`src/rtl/bool_bit_unit.sv`:
```
module bool_bit_unit #(
  parameter logic [7:0] RAM_BASE    = 8'h20,
  parameter logic [7:0] STATUS_ADDR = 8'hD0,
  parameter int         CARRY_POS   = 7
) (
  input  logic       clk,
  input  logic       rst_n,
  input  logic       op_valid,
  input  logic [3:0] op_code,
  input  logic [7:0] bit_addr,
  output logic [7:0] mem_addr,
  output logic       mem_rd,
  input  logic [7:0] mem_rdata,
  output logic       mem_wr,
  output logic [7:0] mem_wdata,
  output logic       carry,
  output logic       branch_taken
);
  localparam logic [3:0] OP_MOVC = 4'd1, OP_ORC = 4'd2, OP_ANDC = 4'd3, OP_XORC = 4'd4,
                         OP_MOVB = 4'd5, OP_SETB = 4'd6, OP_CLRB = 4'd7, OP_CPLB = 4'd8,
                         OP_TCLR = 4'd9, OP_TEST = 4'd10,
                         OP_SETC = 4'd11, OP_CLRC = 4'd12, OP_CPLC = 4'd13;
  localparam logic [7:0] CMASK = 8'h1 << CARRY_POS;

  logic       busy_q, c_q, tk_q;
  logic [7:0] wa_q, wd_q;
  logic       nb, wr, nc, tk, needs_mem;

  wire        accept   = op_valid & ~busy_q;
  wire [7:0]  byte_sel = bit_addr[7] ? {bit_addr[7:3], 3'b000}
                                     : RAM_BASE + {4'h0, bit_addr[6:3]};
  wire [2:0]  idx      = bit_addr[2:0];
  wire        is_stat  = (byte_sel == STATUS_ADDR);
  wire [7:0]  rbyte    = is_stat ? ((mem_rdata & ~CMASK) | (c_q ? CMASK : 8'h00)) : mem_rdata;
  wire        bv       = rbyte[idx];
  wire [7:0]  bmask    = 8'h1 << idx;
  wire [7:0]  wbyte    = nb ? (rbyte | bmask) : (rbyte & ~bmask);

  always_comb begin
    nb = 1'b0;
    wr = 1'b0;
    nc = c_q;
    tk = 1'b0;
    needs_mem = 1'b1;
    case (op_code)
      OP_MOVC: nc = bv;
      OP_ORC:  nc = c_q | bv;
      OP_ANDC: nc = c_q & bv;
      OP_XORC: nc = c_q ^ bv;
      OP_MOVB: begin nb = c_q; wr = 1'b1; end
      OP_SETB: begin nb = 1'b1; wr = 1'b1; end
      OP_CLRB: begin nb = 1'b0; wr = 1'b1; end
      OP_CPLB: begin nb = ~bv;  wr = 1'b1; end
      OP_TCLR: begin nb = 1'b0; wr = bv; tk = bv; end
      OP_TEST: tk = bv;
      OP_SETC: begin nc = 1'b1; needs_mem = 1'b0; end
      OP_CLRC: begin nc = 1'b0; needs_mem = 1'b0; end
      OP_CPLC: begin nc = ~c_q; needs_mem = 1'b0; end
      default: needs_mem = 1'b0;
    endcase
  end

  always_ff @(posedge clk) begin
    if (!rst_n) begin
      busy_q <= 1'b0;
      c_q    <= 1'b0;
      tk_q   <= 1'b0;
      wa_q   <= 8'h00;
      wd_q   <= 8'h00;
    end else begin
      busy_q <= accept & wr;
      tk_q   <= accept & tk;
      if (accept & wr) begin
        wa_q <= byte_sel;
        wd_q <= wbyte;
      end
      if (accept)
        c_q <= (wr & is_stat) ? wbyte[CARRY_POS] : nc;
    end
  end

  assign mem_rd       = accept & needs_mem;
  assign mem_addr     = busy_q ? wa_q : byte_sel;
  assign mem_wr       = busy_q;
  assign mem_wdata    = wd_q;
  assign carry        = c_q;
  assign branch_taken = tk_q;
endmodule

```
`config.mk`:
```
export PLATFORM = sky130hd
export DESIGN_NAME = bool_bit_unit
export DESIGN_NICKNAME = d
export VERILOG_FILES = /design/src/rtl/bool_bit_unit.sv
export SDC_FILE = /design/constraint.sdc
export NUM_CORES = 1
export LEC_CHECK = 0
export ABC_AREA = 0
export BUFFER_PORTS_ARGS = -buffer_cell sky130_fd_sc_hd__buf_2
export CAP_MARGIN = 20
export CORE_UTILIZATION = 49
export CTS_CLUSTER_DIAMETER = 120
export CTS_CLUSTER_SIZE = 25
export DETAILED_ROUTE_END_ITERATION = 6
export MAX_ROUTING_LAYER = met4
export PLACE_DENSITY = 0.79
export SYNTH_ARGS = -nofsm -noshare
export SYNTH_HDL_FRONTEND = slang
export SYNTH_SLANG_ARGS = --single-unit
```
`constraint.sdc`:
```
create_clock -name clk -period 3.5 [get_ports clk]
set_input_delay 0.35 -clock clk [delete_from_list [all_inputs] [get_ports clk]]
set_output_delay 0.35 -clock clk [all_outputs]
set_load 0.03 [all_outputs]
```
### Yosys cells after proc, flatten, opt, wreduce, memory -nomap -nowiden

Index checks and enable logic that the tools add are counted.
W data, S select, Z words.

| word-level totals | value |
|---|---|
| register bits | 19 |
| bits of input ports | 23 |
| output and inout port bits | 20 |

| operators by class | value |
|---|---|
| $add $sub $neg | 1 |
| $lt $le $gt $ge | 1 |
| equal/unequal tests | 14 |
| shift operators | 1 |
| muxes and demuxes | 13 |
| bitwise operators | 15 |
| reduce and logical (&&, ||, !) cells | 5 |

Operators by type and width:

| operator | number |
|---|---|
| $mux W8 | 5 |
| $eq A4 B4 Y1 const B | 6 |
| $eq A4 B3 Y1 const B | 4 |
| $reduce_or A10 Y1 | 1 |
| $and A8 B8 Y8 | 1 |
| $eq A4 B2 Y1 const B | 2 |
| $eq A8 B8 Y1 const B | 1 |
| $not A8 Y8 | 1 |
| $or A7 B8 Y8 | 1 |
| $or A8 B8 Y8 | 1 |
| $reduce_bool A8 Y1 | 1 |
| $shl A1 B3 Y8 const A | 1 |
| $add A6 B4 Y7 const A | 1 |
| $pmux W1 S7 | 1 |
| $and A1 B1 Y1 | 6 |
| $eq A4 B1 Y1 const B | 1 |
| $lt A3 B4 Y1 const B | 1 |
| $mux W1 | 4 |
| $reduce_or A4 Y1 | 1 |
| $bmux W1 S3 | 1 |
| $not A1 Y1 | 3 |
| $pmux W1 S3 | 1 |
| $pmux W1 S2 | 1 |
| $reduce_and A2 Y1 | 1 |
| other kinds (3) | 3 |

### Depth between registers and ports, before layout

Gate-level depths: netlist (run 1).

| logic depth | value |
|---|---|
| depth after elaboration | 10 |
| depth in mapped cells | 14 |
| mapped depth without buffers | 13 |

### Least setup slack after synthesis (run 1)

OpenSTA, ideal clock, no wires.

| timing | value |
|---|---|
| path type | input -> register |
| start point | in bit_addr[1] |
| end point | reg c_q, in the netlist carry |
| arrival | 2.435 ns |
| path slack | 0.948 ns |
| stages on the path | 13 |
| path buffers | 1 |
| cells stage by stage | buf_6 -> mux2_4 -> o221a_4 -> nor2b_1 -> nor2_1 -> inv_1 -> ha_1 -> o21ai_0 -> o31ai_1 -> a222oi_1 -> o21a_1 -> o32ai_1 -> a41o_1 |

| between the ends | value |
|---|---|
| longest elaborated chain between the ends | 6 |
| elaborated cells on any way between the ends | 18 |

RTL lines:

| what | line | text |
|---|---|---|
| from (decl) | 10 | `input logic [7:0] bit_addr,` |
| $bmux W1 S3 | 35 | `wire bv = rbyte[idx];` |
| $mux W1 (implied by the code) | 35 |  |
| $pmux W1 S2 or $not A1 Y1 (tied branches) | 45, 53 |  |
| $and A1 B1 Y1 or $pmux W1 S3 (tied branches) | 78, 45 |  |
| $reduce_bool A8 Y1 (no line) or $mux W8 (tied branches) | n/a |  |
| $reduce_and A2 Y1 (no line) or $mux W1 (tied branches) | n/a |  |
| to (signal assigned) | 78 | `c_q <= (wr & is_stat) ? wbyte[CARRY_POS] : nc;` |
| to (decl) | 25 | `logic busy_q, c_q, tk_q;` |

Several ways; a longest one is shown, not always the timed one. The select of a mux whose other input is x is not followed.
A chain may end at the register's enable or synchronous reset.

### Final worst setup path (run 1)

| timing | value |
|---|---|
| start point | in bit_addr[7] |
| end point | reg c_q, in the netlist carry |

| between the ends | value |
|---|---|
| longest elaborated chain between the ends | 9 |
| elaborated cells on any way between the ends | 19 |

RTL lines:

| what | line | text |
|---|---|---|
| $mux W8 (*) | 30 | `wire [7:0] byte_sel = bit_addr[7] ? {bit_addr[7:3], 3'b000}` |
| $eq A8 B8 Y1 (*) | 33 | `wire is_stat = (byte_sel == STATUS_ADDR);` |
| $mux W8 | 34 | `wire [7:0] rbyte = is_stat ? ((mem_rdata & ~CMASK) \| (c_q ? CMASK : 8'h00)) : mem_rdata;` |
| $bmux W1 S3 | 35 |  |
| $mux W1 (implied by the code) | 35 |  |
| $pmux W1 S2 or $not A1 Y1 (tied branches) | 45, 53 |  |
| $and A1 B1 Y1 or $pmux W1 S3 (tied branches) | 78, 45 |  |
| $reduce_bool A8 Y1 (no line) or $mux W8 (tied branches) | n/a |  |
| $reduce_and A2 Y1 (no line) or $mux W1 (tied branches) | n/a |  |

Every way passes the cells marked *; elsewhere a longest branch is shown, timed or not. The select of a mux whose other input is x is not followed.

==> flow_metrics.env, run 1 <==
export IMPL_status="finished, violations left"
export IMPL_violations="design-rule violations"
export IMPL_ys_warnings_count=0
export IMPL_cap_violations=0
export IMPL_layout_common_cells="buf_2 (42), nand2_1 (22), nor2_1 (20)"
export IMPL_ys_ff_latch=19
export IMPL_root_buffer="clkbuf_4"
export IMPL_r2r_cells=12
export IMPL_first_global_vias=1204
export IMPL_cts_tree="yes"
export IMPL_vias=1380
export IMPL_synth_top_flop_cell="dfxtp_1"
export IMPL_rsz0062_at_grt="no"
export IMPL_hold_buffers=0
export IMPL_cp_end_kind="flop"
export IMPL_path_max_fanout=11
export IMPL_nFillCells=264
export IMPL_cts_max_path_buffers=2
export IMPL_crit_path_start_kind="input port"
export IMPL_ant_nets=0
export IMPL_rr_endpoint="carry"
export IMPL_drc=4
export IMPL_rr_startpoint="carry"
export IMPL_die_h_um=57.3
export IMPL_cp_arrival_ns=2.83
export IMPL_numCtsBuffers=3
export IMPL_setup_tns_ns=0
export IMPL_worst_slew_pin_slew_ns=0.714
export IMPL_powerDensity_nw_per_um2=305
export IMPL_endpoint="carry"
export IMPL_fp_dieW_um=57.3
export IMPL_dpl_hpwl_um=2380
export IMPL_post_drt_wl_per_cell_um=13.1
export IMPL_routed_wirelength_um=3210
export IMPL_synth_fp_nets=208
export IMPL_area_growth_pct=12.5
export IMPL_cts_repair_resized=0
export IMPL_drt_iter0_drc=81
export IMPL_slew_violations=0
export IMPL_overflow=0
export IMPL_via_per_inst=5.61
export IMPL_grt_pass1_wl_um=5380
export IMPL_insertion_delay_ns=0.30
export IMPL_ir_drop_v=0.000278
export IMPL_period_share_pct=75.1
export IMPL_place_gp_congestion=0.896
export IMPL_core_area_um2=2830
export IMPL_leakagePower_uw=0.000741
export IMPL_power_total_uw=514
export IMPL_min_period_ns=2.63
export IMPL_cp_startpoint="bit_addr[7]"
export IMPL_async_reset_ff_share_pct=0
export IMPL_stdcell_count=246
export IMPL_start_util_pct=52.9
export IMPL_fmax_ghz=0.380
export IMPL_num_io_pins=43
export IMPL_path_clk_slew_ns=0.12
export IMPL_drtPass1Iterations=6
export IMPL_relSlewSlack_pct=52.2
export IMPL_cts_sinks=19
export IMPL_final_common_cell="buf_2"
export IMPL_place_inst=242
export IMPL_synthCells=183
export IMPL_grt_max_degree=28
export IMPL_grtUsageTotal_pct=21.2
export IMPL_cp_required_ns=3.70
export IMPL_diodes=0
export IMPL_criticalPathCategory="input port to flop"
export IMPL_synth_edf_count=0
export IMPL_ys_types=53
export IMPL_port_buffers=42
export IMPL_cts_setup_buffers=0
export IMPL_layout_nets=241
export IMPL_hold_violations=0
export IMPL_avgSynthCellArea_um2=8.18
export IMPL_worst_r2r_setup_slack_ns=0.96
export IMPL_num_rows=19
export IMPL_antenna_found_initial=0
export IMPL_yosysSeqAreaShare_pct=25.4
export IMPL_netlist_area_um2=1500
export IMPL_die_area_um2=3280
export IMPL_skew_ns=0.0106
export IMPL_hold_class="input port to flop"
export IMPL_setup_viol_count_final=0
export IMPL_drive_above_1_share_pct=31.6
export IMPL_htreeDepth=1
## per-stage QoR
stage / hold WS [ns] / utilization (%) / instance area (µm²) / setup slack, ns
floorplan: 0.454 / - / 1500 / 0.948
global placement: 0.470 / 58.5 / 1660 / 0.651
detailed placement: 0.488 / 58.5 / 1660 / 0.559
CTS: 0.344 / 59.5 / 1680 / 0.895
global route: 0.380 / 59.5 / 1680 / 0.701
finish: 0.353 / 59.5 / 1680 / 0.872
## worst min-delay path by stage
| stage | from | to | slack (ns) | cells past startpoint |
|---|---|---|---|---|
| after floorplan | wa_q[3] | wa_q[3] | 0.45 | 2 |
| after global placement | wa_q[7] | wa_q[7] | 0.47 | 2 |
| after detailed placement | wa_q[7] | wa_q[7] | 0.49 | 2 |
| after CTS | bit_addr[5] | wa_q[5] | 0.34 | 3 |
| after global routing | bit_addr[5] | wa_q[5] | 0.38 | 3 |
| final | bit_addr[5] | wa_q[5] | 0.35 | 3 |
## sequential cells by signal (all words and copies together), names as in the netlist
| signal | cells |
|---|---|
| carry | 1 |
| branch_taken | 1 |
| wa_q | 8 |
| mem_wr | 1 |
| mem_wdata | 8 |
## area by class of cell
cell class	instances	area, µm²	share of cell area [%]
Clock buffer	3	22.5	1.34
Inverter	12	45.0	2.68
Multi-Input combinational cell	138	981	58.3
Tap cell	31	38.8	2.30
Timing Repair Buffer	42	210	12.5
Sequential cell	19	380	22.6
Clock inverter	1	5.00	0.297
## worst max-delay path, cell delays in order
cell and delay, ns:
buf_2 0.16, and4bb_1 0.25, a31o_2 0.27, nor2_1 0.26
nor2b_1 0.08, nor2_1 0.20, inv_1 0.07, ha_1 0.17
o21ai_0 0.15, o31ai_1 0.09, a222oi_1 0.30, o21a_1 0.17
o32ai_1 0.09, a41o_1 0.21
## cell families after synthesis
logic type,Yosys count,share of synthesized area (%)
xor gates and xnor gates,1,0.585
DFF,19,25.4
muxes,14,10.4
adders and majority gates,2,1.67
AOI/OAI and AO/OA,54,29.3
buffers and inverters,26,9.03
and+or+nand+nor,67,23.7
## synthesized netlist by cell type, drive strengths merged, types with 3 or more instances
library cell / count / area (µm²)
dfxtp: 19 / 380
inv: 11 / 41.3
nand2: 22 / 82.6
nand2b: 9 / 56.3
mux2i: 5 / 50.1
nor2: 21 / 81.3
o21ai: 18 / 101
mux2: 9 / 105
o21a: 3 / 22.5
buf: 9 / 71.3
clkbuf: 5 / 18.8
o211ai: 4 / 40.0
a21oi: 6 / 30.0
o311a: 4 / 40.0
## routing by layer
metal | track usage, % | vias to the layer above | wire [µm]
met5 | - | - | 0
met4 | 9.41 | 0 | 64
met1 | 28.9 | 630 | 1660
li1 | - | 713 | -
met3 | 3.40 | 6 | 100
met2 | 30.9 | 31 | 1390
## report_power, final
group          internal (µW)  switching (µW)
combinational           63.0             106
clock                   42.5            68.2
sequential               227            7.45
Power figures use the tool's default switching activity.
==> inputs of run 2 (changes only) <==
CORE_UTILIZATION = 47   (was 49)
clock period = 2.35 ns   (was 3.5 ns; I/O delays follow)
==> run 2 against run 1 <==
Compared with the run above:
- the run now ends clean
- combinational power grew 69%
- highest routed layer unchanged
- setup slack worse by 0.68 ns
- sequential power is 47% higher
- wire length up 1.9%
- flip-flop and latch count unchanged
- core utilization increased by 1.7 points
- critical path depth fell by 1
- first-iteration DRC count grew 19%
- count of clock-buffer cells in the layout is the same
- clock skew is 0.00070 ns higher
- die area increased by 4.1%
- clock power up 50%
==> flow_metrics.env, run 2 (synthesis gave the netlist of run 1 again) <==
export IMPL_status="finished, final reports clean"
export IMPL_num_rows=20
export IMPL_cp_end_kind="flop"
export IMPL_powerDensity_nw_per_um2=430
export IMPL_stdcell_count=277
export IMPL_period_share_pct=91.7
export IMPL_routed_wirelength_um=3270
export IMPL_skew_ns=0.0113
export IMPL_insertion_delay_ns=0.30
export IMPL_criticalPathCategory="input port to flop"
export IMPL_rsz0062_at_grt="no"
export IMPL_use_met1_pct=24.3
export IMPL_htreeDepth=1
export IMPL_antenna_found_initial=0
export IMPL_path_cells="buf_2, mux2_4, o221a_4, nor2b_1, nor2_2, inv_1, ha_1, o21ai_1, o31ai_1, a222oi_1, o21a_1, o32ai_1, a41o_1"
export IMPL_drive_above_1_share_pct=37.8
export IMPL_setup_viol_count_final=0
export IMPL_overflow=0
export IMPL_leakagePower_uw=0.000833
export IMPL_cts_max_path_buffers=2
export IMPL_use_met3_pct=2.86
export IMPL_fp_dieW_um=58.4
export IMPL_crit_path_start_kind="input port"
export IMPL_layout_common_cells="buf_2 (42), nand2_1 (22), dfxtp_1 (19)"
export IMPL_cp_top_family="compound AO/OA/AOI/OAI gates"
export IMPL_use_met2_pct=36.5
export IMPL_ir_drop_v=0.000248
export IMPL_numCtsBuffers=3
export IMPL_slew_violations=0
export IMPL_die_h_um=58.4
export IMPL_post_drt_wl_per_cell_um=11.8
export IMPL_layout_nets=259
export IMPL_hold_violations=0
export IMPL_cpPeakStageDelay_ns=0.31
export IMPL_final_common_cell="buf_2"
export IMPL_cp_num_buf_inv=2
export IMPL_cpMaxStageDelayCell="a222oi_1"
export IMPL_cts_tree="yes"
export IMPL_area_growth_pct=23.7
export IMPL_relSlewSlack_pct=74.6
export IMPL_cts_sinks=19
export IMPL_drt_iter0_drc=96
export IMPL_holdWs_ns=0.278
export IMPL_place_inst=272
export IMPL_cp_required_ns=2.56
export IMPL_die_area_um2=3410
export IMPL_setup_tns_ns=0
export IMPL_via_per_inst=5.10
export IMPL_nFillCells=284
export IMPL_vias=1413
export IMPL_start_util_pct=49.4
export IMPL_core_area_um2=3030
export IMPL_worst_slew_pin_slew_ns=0.380
export IMPL_diodes=0
export IMPL_drtPass1Iterations=4
export IMPL_power_total_uw=796
export IMPL_place_ws_ns=-0.170
export IMPL_num_io_pins=43
export IMPL_drc=0
export IMPL_hold_class="input port to flop"
export IMPL_cp_arrival_ns=2.37
export IMPL_port_buffers=42
export IMPL_grt_busiest_layer="met2"
export IMPL_ant_nets=0
export IMPL_min_period_ns=2.15
export IMPL_dpl_hpwl_um=2560
export IMPL_place_gp_congestion=0.835
export IMPL_grt_max_degree=28
export IMPL_grtUsageTotal_pct=21.0
export IMPL_fmax_ghz=0.464
export IMPL_cap_violations=0
export IMPL_path_max_fanout=3
export IMPL_grt_pass1_wl_um=5380
export IMPL_first_global_vias=1292
export IMPL_layout_setup_ws_ns=0.195
export IMPL_path_clk_slew_ns=0.12
export IMPL_root_buffer="clkbuf_4"
[run 2: changes by cell type in the layout (fill, tap and decap cells not counted), sizes merged]
cell,delta
buf,+18
[run 2: power breakdown]
group	switching, µW	internal [µW]
registers	6.54	338
logic	166	118
clock network	103	63.4
total	276	519
[run 2: layout make-up]
| type | count | area, µm² | area share (%) |
|---|---|---|---|
| Tap cell | 44 | 55.1 | 2.97 |
| Clock inverter | 1 | 5.00 | 0.270 |
| Sequential cell | 19 | 380 | 20.5 |
| Clock buffer | 3 | 22.5 | 1.22 |
| Multi-Input combinational cell | 138 | 986 | 53.2 |
| Timing Repair Buffer | 60 | 358 | 19.3 |
| Inverter | 12 | 45.0 | 2.43 |
[run 2: worst register-to-register path, cell delays in order, from the launching register on]
cell and delay, ns:
dfxtp_1 0.33, a31o_2 0.21, nor2_2 0.09, nor2b_1 0.06
nor2_2 0.14, inv_1 0.06, ha_1 0.17, o21ai_1 0.12
o31ai_1 0.08, a222oi_1 0.31, o21a_1 0.16, o32ai_1 0.09
a41o_1 0.20
[run 2: per-layer routing]
metal	vias up	part of all wire, %
met2	24	49
li1	747	-
met1	638	46
met5	-	0
met3	4	3.1
met4	0	1.3
[run 2: repair_timing]
action	in CTS	in global routing
setup buffers	0	1
hold buffers	0	0
gates resized for setup	0	3
setup endpoints to repair	0	1
[run 2: path summary, 6_finish.rpt]
path,from,slack [ns],to,cells past startpoint
worst min register to register,mem_wdata[3],0.51,mem_wdata[3],1
worst max-delay path,bit_addr[1],0.20,carry,13
worst min-delay path,rst_n,0.28,mem_wdata[3],2
worst max register to register,carry,0.23,carry,12
[run 2: metrics by stage]
stage                     utilization, %  instance area (µm²)
after floorplan                        -                 1500
after global placement              59.8                 1810
after detailed placement            59.8                 1810
after CTS                           60.7                 1840
after global routing                61.2                 1850
final                               61.2                 1850
==> inputs of run 3 (changes only) <==
CORE_UTILIZATION = 49   (was 47)
clock period = 2.6 ns   (was 2.35 ns; I/O delays follow)
==> run 3 against run 2 <==
Compared with the run above:
- the run now ends with design-rule violations left
- critical path type unchanged
- die area fell by 3.9%
- count of clock-buffer cells in the layout unchanged
- via count rose by 0.21%
- highest routed layer unchanged
- register-to-register slack gained 0.14 ns
- non-clock buffer count shrank 9
- critical endpoint unchanged
- setup slack better by 0.15 ns
- hold slack got worse by 0.015 ns
- power down 12%
- sequential share of layout area grew 1.2 points
- clock power down 9.6%
- design area down 5.5%
==> flow_metrics.env, run 3 (synthesis gave the netlist of run 1 again) <==
export IMPL_cpMaxStageDelayCell="a222oi_1"
export IMPL_cts_max_path_buffers=2
export IMPL_port_buffers=42
export IMPL_combPwrFrac_pct=34.2
export IMPL_core_area_um2=2830
export IMPL_p_sw_uw=247
export IMPL_ir_drop_v=0.000284
export IMPL_setup_viol_count_final=0
export IMPL_via_per_inst=5.55
export IMPL_place_area_um2=1720
export IMPL_vias=1416
export IMPL_relSlewSlack_pct=62.1
export IMPL_place_inst=251
export IMPL_grtUsageTotal_pct=22.1
export IMPL_final_common_cell="buf_2"
export IMPL_overflow=0
export IMPL_place_gp_congestion=0.886
export IMPL_cts_repair_resized=0
export IMPL_violations="design-rule violations"
export IMPL_drive_above_1_share_pct=34.4
export IMPL_status="finished, violations left"
export IMPL_diodes=0
export IMPL_area_growth_pct=17.0
export IMPL_skew_ns=0.00271
export IMPL_cts_tree="yes"
export IMPL_cp_top_family="compound AO/OA/AOI/OAI gates"
export IMPL_drc=2
export IMPL_fmax_ghz=0.443
export IMPL_start_util_pct=52.9
export IMPL_hold_class="input port to flop"
export IMPL_seqPwrFrac_pct=44.3
export IMPL_hold_buffers=0
export IMPL_layout_common_cells="buf_2 (42), nand2_1 (22), nor2_1 (20)"
export IMPL_criticalPathCategory="input port to flop"
export IMPL_setup_tns_ns=0
export IMPL_drtPass1Iterations=7
export IMPL_p_sw_share_pct=35.1
export IMPL_worst_slew_pin_slew_ns=0.566
export IMPL_power_internal_uw=457
export IMPL_path_clk_slew_ns=0.11
export IMPL_root_buffer="clkbuf_4"
export IMPL_ant_nets=0
export IMPL_die_area_um2=3280
export IMPL_cts_setup_buffers=0
export IMPL_period_share_pct=86.9
export IMPL_cts_sinks=19
export IMPL_cpPeakStageDelay_ns=0.29
export IMPL_first_global_vias=1274
export IMPL_crit_top_cell="nor2_1"
export IMPL_final_area_um2=1750
export IMPL_cp_end_kind="flop"
export IMPL_crit_path_start_kind="input port"
export IMPL_pwr_share_clk_pct=21.4
export IMPL_layout_nets=250
export IMPL_cp_required_ns=2.81
export IMPL_numCtsBuffers=3
export IMPL_path_max_fanout=3
export IMPL_die_h_um=57.3
export IMPL_slew_violations=0
export IMPL_num_io_pins=43
export IMPL_stdcell_count=255
export IMPL_path_cells="buf_2, and4bb_1, a31o_2, nor2_1, nor2b_1, nor2_1, inv_1, ha_1, o21ai_0, o31ai_1, a222oi_1, o21a_1, o32ai_1, a41o_1"
export IMPL_antenna_found_initial=0
export IMPL_drt_iter0_drc=72
export IMPL_grt_pass1_wl_um=5580
export IMPL_powerDensity_nw_per_um2=402
export IMPL_hold_violations=0
export IMPL_cp_arrival_ns=2.46
export IMPL_cap_violations=0
export IMPL_min_period_ns=2.26
export IMPL_grt_max_degree=21
export IMPL_insertion_delay_ns=0.30
export IMPL_routed_wirelength_um=3280
export IMPL_rsz0062_at_grt="no"
export IMPL_post_drt_wl_per_cell_um=12.9
export IMPL_cp_num_buf_inv=2
export IMPL_fp_dieW_um=57.3
export IMPL_num_rows=19
export IMPL_htreeDepth=1
export IMPL_dpl_hpwl_um=2480
export IMPL_leakagePower_uw=0.000787
run 3: cell types whose count changed in the layout (fill, tap and decap cells not counted), sizes merged:
cell  delta
buf      -9
run 3: tightest hold or removal path, cell delays in order:
cell	delay (ns)
buf_2	0.12
inv_1	0.06
a311oi_2	0.08
run 3: power by group through the flow:
stage                     Sequential (µW)  Combinational [µW]  Clock [µW]
after CTS                             312                 241         158
after global routing                  314                 261         175
after detailed placement              318                 240           0
after floorplan                       338                 158           0
after global placement                318                 238           0
final                                 312                 241         151
run 3: worst paths after layout:
| path | startpoint | end | slack, ns | cells after the start |
|---|---|---|---|---|
| worst max-delay path | bit_addr[3] | carry | 0.34 | 14 |
| worst min-delay path | bit_addr[5] | wa_q[5] | 0.26 | 3 |
| worst max register to register | carry | carry | 0.37 | 12 |
| worst min register to register | wa_q[3] | wa_q[3] | 0.51 | 2 |
run 3: layer usage:
metal | wire length [µm] | global-route usage (%)
met3 | 137 | 4.31
met5 | 0 | -
met2 | 1510 | 35.1
met4 | 14 | 5.23
met1 | 1620 | 29.0
run 3: through the flow:
| step | util [%] | total power, µW | setup slack [ns] | hold WS [ns] |
|---|---|---|---|---|
| after floorplan | - | 497 | 0.138 | 0.408 |
| after global placement | 60.9 | 556 | 0.0948 | 0.468 |
| after detailed placement | 60.9 | 558 | 0.0324 | 0.485 |
| after CTS | 61.9 | 711 | 0.359 | 0.257 |
| after global routing | 61.9 | 751 | 0.136 | 0.257 |
| final | 61.9 | 704 | 0.341 | 0.263 |
run 3: final cells by class:
cell class	count	area [µm²]
clock buffers	3	22.5
inverters	12	45.0
flip-flops and latches	19	380
multi-input cells	138	981
fillers	260	1080
clock inverters	1	5.00
well taps	31	38.8
repair buffers	51	278
